--- config.mk ---
export PLATFORM = sky130hd
export DESIGN_NAME = quad_fetch_seq
export DESIGN_NICKNAME = d
export VERILOG_FILES = /design/src/rtl/qseq_pkg.sv /design/src/rtl/qseq_phase_gen.sv /design/src/rtl/qseq_pc_unit.sv /design/src/rtl/qseq_pipe.sv /design/src/rtl/quad_fetch_seq.sv
export SDC_FILE = /design/constraint.sdc
export NUM_CORES = 1
export LEC_CHECK = 0
export BUFFER_PORTS_ARGS = -buffer_cell sky130_fd_sc_hd__buf_2
export CORE_ASPECT_RATIO = 0.8
export CORE_UTILIZATION = 40
export CTS_CLUSTER_DIAMETER = 200
export DETAILED_ROUTE_END_ITERATION = 12
export HOLD_SLACK_MARGIN = 0.05
export PLACE_DENSITY = 0.67
export SLEW_MARGIN = 30
export SYNTH_ARGS = -nofsm -noshare
export SYNTH_HDL_FRONTEND = slang
export SYNTH_SLANG_ARGS = --single-unit
--- constraint.sdc ---
create_clock -name clk -period 1.65 [get_ports clk]
set_input_delay 0.0825 -clock clk [delete_from_list [all_inputs] [get_ports clk]]
set_output_delay 0.0825 -clock clk [all_outputs]
set_load 0.005 [all_outputs]
--- src/rtl/qseq_pkg.sv ---
package qseq_pkg;
    localparam int NUM_PHASES = 4;

    typedef enum logic [1:0] {
        PH_Q1 = 2'd0,
        PH_Q2 = 2'd1,
        PH_Q3 = 2'd2,
        PH_Q4 = 2'd3
    } qphase_e;
endpackage

--- src/rtl/qseq_phase_gen.sv ---
module qseq_phase_gen
    import qseq_pkg::*;
(
    input  logic                  clk,
    input  logic                  rst_n,
    output logic [NUM_PHASES-1:0] phase_oh,
    output logic                  clk_div4
);
    typedef struct packed {
        qphase_e ph;
    } ph_state_t;

    ph_state_t state_d, state_q;

    always_comb begin
        state_d    = state_q;
        state_d.ph = qphase_e'(state_q.ph + 2'd1);
    end

    always_ff @(posedge clk or negedge rst_n) begin
        if (!rst_n) state_q <= '{ph: PH_Q1};
        else        state_q <= state_d;
    end

    for (genvar g = 0; g < NUM_PHASES; g++) begin : g_dec
        assign phase_oh[g] = (state_q.ph == 2'(g));
    end

    assign clk_div4 = ~state_q.ph[1];


    phase_onehot_chk: assert property (@(posedge clk) disable iff (!rst_n)
        $countones(phase_oh) == 1);


    phase_wrap_chk: assert property (@(posedge clk) disable iff (!rst_n)
        phase_oh[NUM_PHASES-1] |=> phase_oh[0]);


    div_fall_chk: assert property (@(posedge clk) disable iff (!rst_n)
        phase_oh[2] |-> !clk_div4);
endmodule

--- src/rtl/qseq_pc_unit.sv ---
module qseq_pc_unit #(
    parameter int             AW        = 16,
    parameter int             STEP      = 2,
    parameter logic [AW-1:0]  RESET_VEC = '0
) (
    input  logic          clk,
    input  logic          rst_n,
    input  logic          adv,
    input  logic          started,
    input  logic          take_br,
    input  logic [AW-1:0] br_target,
    output logic [AW-1:0] pc
);
    typedef struct packed {
        logic [AW-1:0] pc;
    } pc_state_t;

    pc_state_t state_d, state_q;

    always_comb begin
        state_d = state_q;
        if (adv) begin
            if (take_br)      state_d.pc = br_target;
            else if (started) state_d.pc = state_q.pc + AW'(STEP);
        end
    end

    always_ff @(posedge clk or negedge rst_n) begin
        if (!rst_n) state_q <= '{pc: RESET_VEC};
        else        state_q <= state_d;
    end

    assign pc = state_q.pc;


    pc_move_q1_chk: assert property (@(posedge clk) disable iff (!rst_n)
        !$stable(pc) |-> $past(adv));
endmodule

--- src/rtl/qseq_pipe.sv ---
module qseq_pipe #(
    parameter int IW = 16
) (
    input  logic          clk,
    input  logic          rst_n,
    input  logic          at_q1,
    input  logic          at_q4,
    input  logic [IW-1:0] fetch_word,
    input  logic          flush,
    output logic          pf_valid,
    output logic [IW-1:0] ir,
    output logic          exec_nop
);
    typedef struct packed {
        logic [IW-1:0] pf;
        logic          pf_valid;
        logic [IW-1:0] ir;
        logic          nop;
    } pipe_state_t;

    pipe_state_t state_d, state_q;

    always_comb begin
        state_d = state_q;
        if (at_q4) begin
            state_d.pf       = fetch_word;
            state_d.pf_valid = 1'b1;
        end
        if (at_q1) begin
            state_d.ir  = state_q.pf;
            state_d.nop = !state_q.pf_valid || flush;
        end
    end

    always_ff @(posedge clk or negedge rst_n) begin
        if (!rst_n) state_q <= '{pf: '0, pf_valid: 1'b0, ir: '0, nop: 1'b1};
        else        state_q <= state_d;
    end

    assign pf_valid = state_q.pf_valid;
    assign ir       = state_q.ir;
    assign exec_nop = state_q.nop;


    ir_move_q1_chk: assert property (@(posedge clk) disable iff (!rst_n)
        !$stable(ir) |-> $past(at_q1));


    flush_gives_nop_chk: assert property (@(posedge clk) disable iff (!rst_n)
        (at_q1 && flush) |=> exec_nop);
endmodule

--- src/rtl/quad_fetch_seq.sv ---
module quad_fetch_seq #(
    parameter int            AW        = 16,
    parameter int            IW        = 16,
    parameter logic [AW-1:0] RESET_VEC = '0
) (
    input  logic          clk,
    input  logic          rst_n,
    output logic [AW-1:0] pmem_addr,
    input  logic [IW-1:0] pmem_rdata,
    input  logic          br_req,
    input  logic [AW-1:0] br_target,
    output logic [IW-1:0] ir,
    output logic          exec_nop,
    output logic [3:0]    phase,
    output logic          clk_div4,
    output logic          dmem_rd,
    output logic          dmem_wr
);
    import qseq_pkg::*;

    localparam int PC_STEP = IW / 8;

    logic [NUM_PHASES-1:0] phase_oh;
    logic                  pf_valid;
    logic                  take_br;

    qseq_phase_gen u_phase (
        .clk      (clk),
        .rst_n    (rst_n),
        .phase_oh (phase_oh),
        .clk_div4 (clk_div4)
    );

    assign take_br = phase_oh[0] && br_req && !exec_nop;

    qseq_pc_unit #(.AW(AW), .STEP(PC_STEP), .RESET_VEC(RESET_VEC)) u_pc (
        .clk       (clk),
        .rst_n     (rst_n),
        .adv       (phase_oh[0]),
        .started   (pf_valid),
        .take_br   (take_br),
        .br_target (br_target),
        .pc        (pmem_addr)
    );

    qseq_pipe #(.IW(IW)) u_pipe (
        .clk        (clk),
        .rst_n      (rst_n),
        .at_q1      (phase_oh[0]),
        .at_q4      (phase_oh[3]),
        .fetch_word (pmem_rdata),
        .flush      (take_br),
        .pf_valid   (pf_valid),
        .ir         (ir),
        .exec_nop   (exec_nop)
    );

    assign phase   = phase_oh;
    assign dmem_rd = phase_oh[1] && !exec_nop;
    assign dmem_wr = phase_oh[3] && !exec_nop;


    rd_single_chk: assert property (@(posedge clk) disable iff (!rst_n)
        dmem_rd |=> !dmem_rd);


    wr_after_rd_chk: assert property (@(posedge clk) disable iff (!rst_n)
        dmem_wr |-> $past(dmem_rd, 2));


    branch_load_chk: assert property (@(posedge clk) disable iff (!rst_n)
        take_br |=> (pmem_addr == $past(br_target)) && exec_nop);


    nop_no_branch_chk: assert property (@(posedge clk) disable iff (!rst_n)
        (phase[0] && exec_nop) |=> (pmem_addr == $past(pmem_addr)) ||
                                   (pmem_addr == $past(pmem_addr) + AW'(PC_STEP)));
endmodule

==> results_tabular.tex <==
\begin{tabular}{lr}
\hline
Metric & Value \\
\hline
\multicolumn{2}{l}{\textbf{Clocking}} \\
\quad Number of clock sinks & 52 \\
\quad H-tree level count & 2 \\
\quad Worst-Skew Late Latency & 300 ps \\
\quad Root buffer cell & sky130\_fd\_sc\_hd\_\_clkbuf\_8 \\
\quad Longest Clk Path Bufs & 2 \\
\quad Worst-path clk slew & $\sim$100 ps \\
\quad Number of buffers created by CTS & 5 \\
\quad CTS tree & done \\
\multicolumn{2}{l}{\textbf{Pwr}} \\
\quad Leakage power total & 1.43 nW \\
\quad IR Drop Worst-Case VDD & 0.416 mV \\
\quad Total power after layout & roughly 2.9 mW \\
\quad Power per Cell Area & roughly 900 mW/mm\^{}2 \\
\multicolumn{2}{l}{\textbf{Timing}} \\
\quad Pins over their slew limit & 0 \\
\quad Worst-Margin Slew & 624 ps \\
\quad Final worst-path setup slack & 78.5 ps \\
\quad Total negative slack & 0 ps \\
\quad Rel. slew slack & 58.4\% \\
\quad Min Hold Slack & 57.4 ps \\
\quad Maximum clock skew at final layout & 10.1 ps \\
\quad Upper clock frequency limit & 0.636 GHz \\
\quad Number of failing hold endpoints at the final stage & 0 \\
\quad Period utilisation layout & between 90\% and 100\% \\
\quad Endpoints failing setup & 0 \\
\quad Minimum period implied by the final worst setup slack & 1570 ps \\
\multicolumn{2}{l}{\textbf{Critical path}} \\
\quad Worst setup path startpoint & u\_phase.state\_q[0] \\
\quad R2r worst-path depth & 5 \\
\quad Register-to-Register Setup Slack & 140 ps \\
\quad Kind of critical path & flop to output pin \\
\quad Required time reported for the critical path endpoint & 1570 ps \\
\quad Critical path fanouts, max & 14 \\
\quad Capture instance of the worst register-to-register path & u\_pc.pc[13] \\
\quad Kind of capture point of the worst setup path & output pin \\
\quad Launching element type of the critical path & flop \\
\quad Signal arrival time at the worst endpoint & 1490 ps \\
\quad R2r startpoint & u\_pc.pc[1] \\
\multicolumn{2}{l}{\textbf{Drt}} \\
\quad Number of detailed-routing iterations run before antenna repair & 4 \\
\quad Met3 routed wirelength & 275 um \\
\quad Avg WL per Cell & roughly 13 um \\
\quad Number of DRC markers in iteration 0 & 75 \\
\quad M1 WL & between 2000 and 2500 um \\
\quad Count of nets left with antenna violations after detail routing & 0 \\
\quad Residual DRC & 0 \\
\quad Via density per instance & 4.61 \\
\quad Wire length on met2 & 2260 um \\
\quad Via count & 1701 \\
\quad Max layer used & met4 \\
\quad Wire length reported by the detailed router & 4850 um \\
\multicolumn{2}{l}{\textbf{Synthesis}} \\
\quad Mean area per synthesized cell & about 12 um\^{}2 \\
\quad Dominant combinational cell family by area after synthesis & multiplexers \\
\quad Post-synthesis sequential area ratio & roughly 55\% \\
\quad Compound-Gate Fraction of Synth Area & 3.54\% \\
\quad Biggest area contributors in the synthesized netlist & sky130\_fd\_sc\_hd\_\_dfrtp\_1 54\%, sky130\_fd\_sc\_hd\_\_mux2\_2 16\%, sky130\_fd\_sc\_hd\_\_buf\_4 5.7\% \\
\quad Mux share of post-synthesis cell area & 16.1\% \\
\quad Cells after Synth & 194 \\
\quad Share of synthesized cell area in and, or, nand and nor gates & 9.98\% \\
\quad Area fraction of the dominant cell type after synthesis & 53.9\% \\
\quad Area share of xor/xnor cells in the synthesized design & roughly 5.2\% \\
\quad Post-synthesis share of cell area spent on full adders, half adders and majority gates & 2.64\% \\
\quad Syn. warnings & 0 \\
\quad Net count of the mapped netlist & around 230 \\
\quad Post-synthesis cell type count & 24 \\
\quad Post-synth design cell area & 0.00237 mm\^{}2 \\
\quad Synthesized flop and latch total & 52 \\
\quad Largest area contributor in the synthesized netlist & sky130\_fd\_sc\_hd\_\_dfrtp\_1 \\
\multicolumn{2}{l}{\textbf{Layout}} \\
\quad Area grow syn2layout & 36.3\% \\
\quad Net count of the finished layout & 330 \\
\quad Count of placed standard cells in the final layout, fillers left out & approximately 370 \\
\quad Ratio of cells with drive above 1 in the final layout & 46.7\% \\
\quad Area of combinational cells with multiple inputs & 930 um\^{}2 \\
\quad Filler Cell Count & approximately 510 \\
\quad Storage element area & 0.00130 mm\^{}2 \\
\quad Area of all placed cells without fillers & roughly 0.0032 mm\^{}2 \\
\quad Final Core Density & between 50\% and 60\% \\
\quad Diodes inserted & 0 \\
\multicolumn{2}{l}{\textbf{GRT}} \\
\quad Via count of the first global-routing pass & 1742 \\
\quad GRT Overall Usage & 17.1\% \\
\quad Wire length of the first global-routing pass & between 8000 and 9000 um \\
\quad Remaining global-route overflow & 0 \\
\quad Number of antenna violations at the first check in global routing & 0 \\
\quad Largest net degree at the start of global routing & 30 \\
\multicolumn{2}{l}{\textbf{Die}} \\
\quad Die Footprint & roughly 0.0062 mm\^{}2 \\
\quad Floorplan core area & 0.00559 mm\^{}2 \\
\quad Total I/O pin count & 75 \\
\quad Starting utilization of the core area & 42.4\% \\
\quad Die W & 88.1 um \\
\quad Vertical die dimension & 70.8 um \\
\quad Cell row count & 24 \\
\multicolumn{2}{l}{\textbf{Placement}} \\
\quad Detailed-placement wirelength estimate & 3320 um \\
\quad Total placed instance area & 0.00278 mm\^{}2 \\
\quad \# port buffers & 74 \\
\quad Final weighted congestion in routability-driven placement & 0.831 \\
\quad Dpl ws & 63.1 ps \\
\quad Inst Count DP & 330 \\
\multicolumn{2}{l}{\textbf{Worst hold path}} \\
\quad Worst min-delay path class & input pin to flop \\
\quad Hold path cells & 3 \\
\quad WHS Endpoint & u\_pc.pc[5] \\
\quad Beginning of the worst hold path & br\_target[5] \\
\multicolumn{2}{l}{\textbf{Status}} \\
\quad Result of the run & complete, no violations \\
\multicolumn{2}{l}{\textbf{Job}} \\
\quad Max\_cap viols & 0 \\
\hline
\end{tabular}
## area by class of cell
type	instances	share of cell area, %
Sequential cell	52	40.3
Multi-Input combinational cell	113	28.8
Timing Repair Buffer	114	24.3
Clock buffer	8	3.10
Tap cell	78	3.02
Inverter	4	0.465
## state kept, by name, summed over array words and instances, names as in the netlist
signal / flops
u_pc.pc: 16
u_pipe.pf_valid: 1
u_pipe.state_q: 16
u_pipe.ir: 16
u_phase.state_q: 2
u_pipe.exec_nop: 1
## power breakdown
part | internal, mW | total [mW] | switching (mW)
Clock | 0.384 | 0.784 | 0.401
Combinational | 0.305 | 0.537 | 0.232
Sequential | 1.41 | 1.58 | 0.165
## worst max-delay path, stage by stage (launching register included)
cell	delay (ps)
sky130_fd_sc_hd__dfrtp_1	400
sky130_fd_sc_hd__buf_4	140
sky130_fd_sc_hd__ha_2	230
sky130_fd_sc_hd__buf_12	170
sky130_fd_sc_hd__nor2b_1	120
sky130_fd_sc_hd__buf_2	120
## cell families (layout without fill, tap and decap cells)
group | Yosys count | count (layout)
xor+xnor | 14 | 14
buf+inv | 29 | 126
flops | 52 | 52
mux | 34 | 34
compound gates | 16 | 16
fa+ha+maj | 5 | 5
simple gates | 44 | 44
## Yosys cell counts
library cell and number:
sky130_fd_sc_hd__xor2_1 4, sky130_fd_sc_hd__inv_1 4, sky130_fd_sc_hd__o22a_1 1, sky130_fd_sc_hd__nand3_1 4, sky130_fd_sc_hd__nor2_1 16, sky130_fd_sc_hd__nand4_2 1
sky130_fd_sc_hd__mux2_2 33, sky130_fd_sc_hd__ha_1 5, sky130_fd_sc_hd__dfrtp_1 51, sky130_fd_sc_hd__nand4_4 1, sky130_fd_sc_hd__buf_2 3, sky130_fd_sc_hd__nand4_1 3
sky130_fd_sc_hd__mux2i_1 1, sky130_fd_sc_hd__or2_2 1, sky130_fd_sc_hd__nor3_1 4, sky130_fd_sc_hd__dfstp_2 1, sky130_fd_sc_hd__nor2b_1 3, sky130_fd_sc_hd__buf_4 18
sky130_fd_sc_hd__clkbuf_1 4, sky130_fd_sc_hd__nor4_1 5, sky130_fd_sc_hd__nand2_1 5, sky130_fd_sc_hd__and4_1 1, sky130_fd_sc_hd__xnor2_1 10, sky130_fd_sc_hd__a21oi_1 15
## routing by layer
layer  track usage [%]  vias to the layer above
met1              23.7                      813
met2              26.7                       49
met5                 0                        -
li1                  -                      835
met4              3.58                        0
met3              5.02                        4
## layout by cell type (no fill, tap or decap)
cell type / n
sky130_fd_sc_hd__buf_2: 74
sky130_fd_sc_hd__dfrtp_1: 51
sky130_fd_sc_hd__mux2_2: 33
sky130_fd_sc_hd__dlygate4sd3_1: 31
sky130_fd_sc_hd__nor2_1: 16
sky130_fd_sc_hd__a21oi_1: 15
sky130_fd_sc_hd__xnor2_1: 10
sky130_fd_sc_hd__clkbuf_8: 7
sky130_fd_sc_hd__buf_4: 6
sky130_fd_sc_hd__nand2_1: 4
sky130_fd_sc_hd__nand3_1: 4
sky130_fd_sc_hd__nor4_2: 4
sky130_fd_sc_hd__nor3_1: 4
sky130_fd_sc_hd__xor2_1: 4
sky130_fd_sc_hd__nor2b_1: 3
sky130_fd_sc_hd__nand4_1: 3
sky130_fd_sc_hd__ha_1: 3
sky130_fd_sc_hd__buf_12: 3
sky130_fd_sc_hd__inv_2: 2
sky130_fd_sc_hd__inv_1: 2
sky130_fd_sc_hd__nand4_4: 1
sky130_fd_sc_hd__nand4_2: 1
sky130_fd_sc_hd__nor4_1: 1
sky130_fd_sc_hd__nand2_2: 1
sky130_fd_sc_hd__and4_1: 1
sky130_fd_sc_hd__mux2i_1: 1
sky130_fd_sc_hd__o22a_1: 1
sky130_fd_sc_hd__or2_2: 1
sky130_fd_sc_hd__ha_4: 1
sky130_fd_sc_hd__ha_2: 1
sky130_fd_sc_hd__clkbuf_1: 1
sky130_fd_sc_hd__dfstp_2: 1
## how the worst max path moves through the flow
stage	end	slack [ps]	cells past startpoint
2_1_floorplan	u_pipe.ir[10]	30	5
3_3_place_gp	u_pc.pc[12]	120	6
3_5_place_dp	u_pc.pc[15]	60	6
4_1_cts	u_pc.pc[15]	40	6
5_1_grt	u_pc.pc[13]	-20	5
6_report	dmem_wr	80	5
## timing repair
action,4_1_cts,5_1_grt
setup endpoints to repair,1,15
buffers inserted,0,0
pin swaps,0,0
gates resized for setup,1,9
hold buffers,30,1
hold endpoints to repair,52,1
Power figures use the tool's default switching activity.
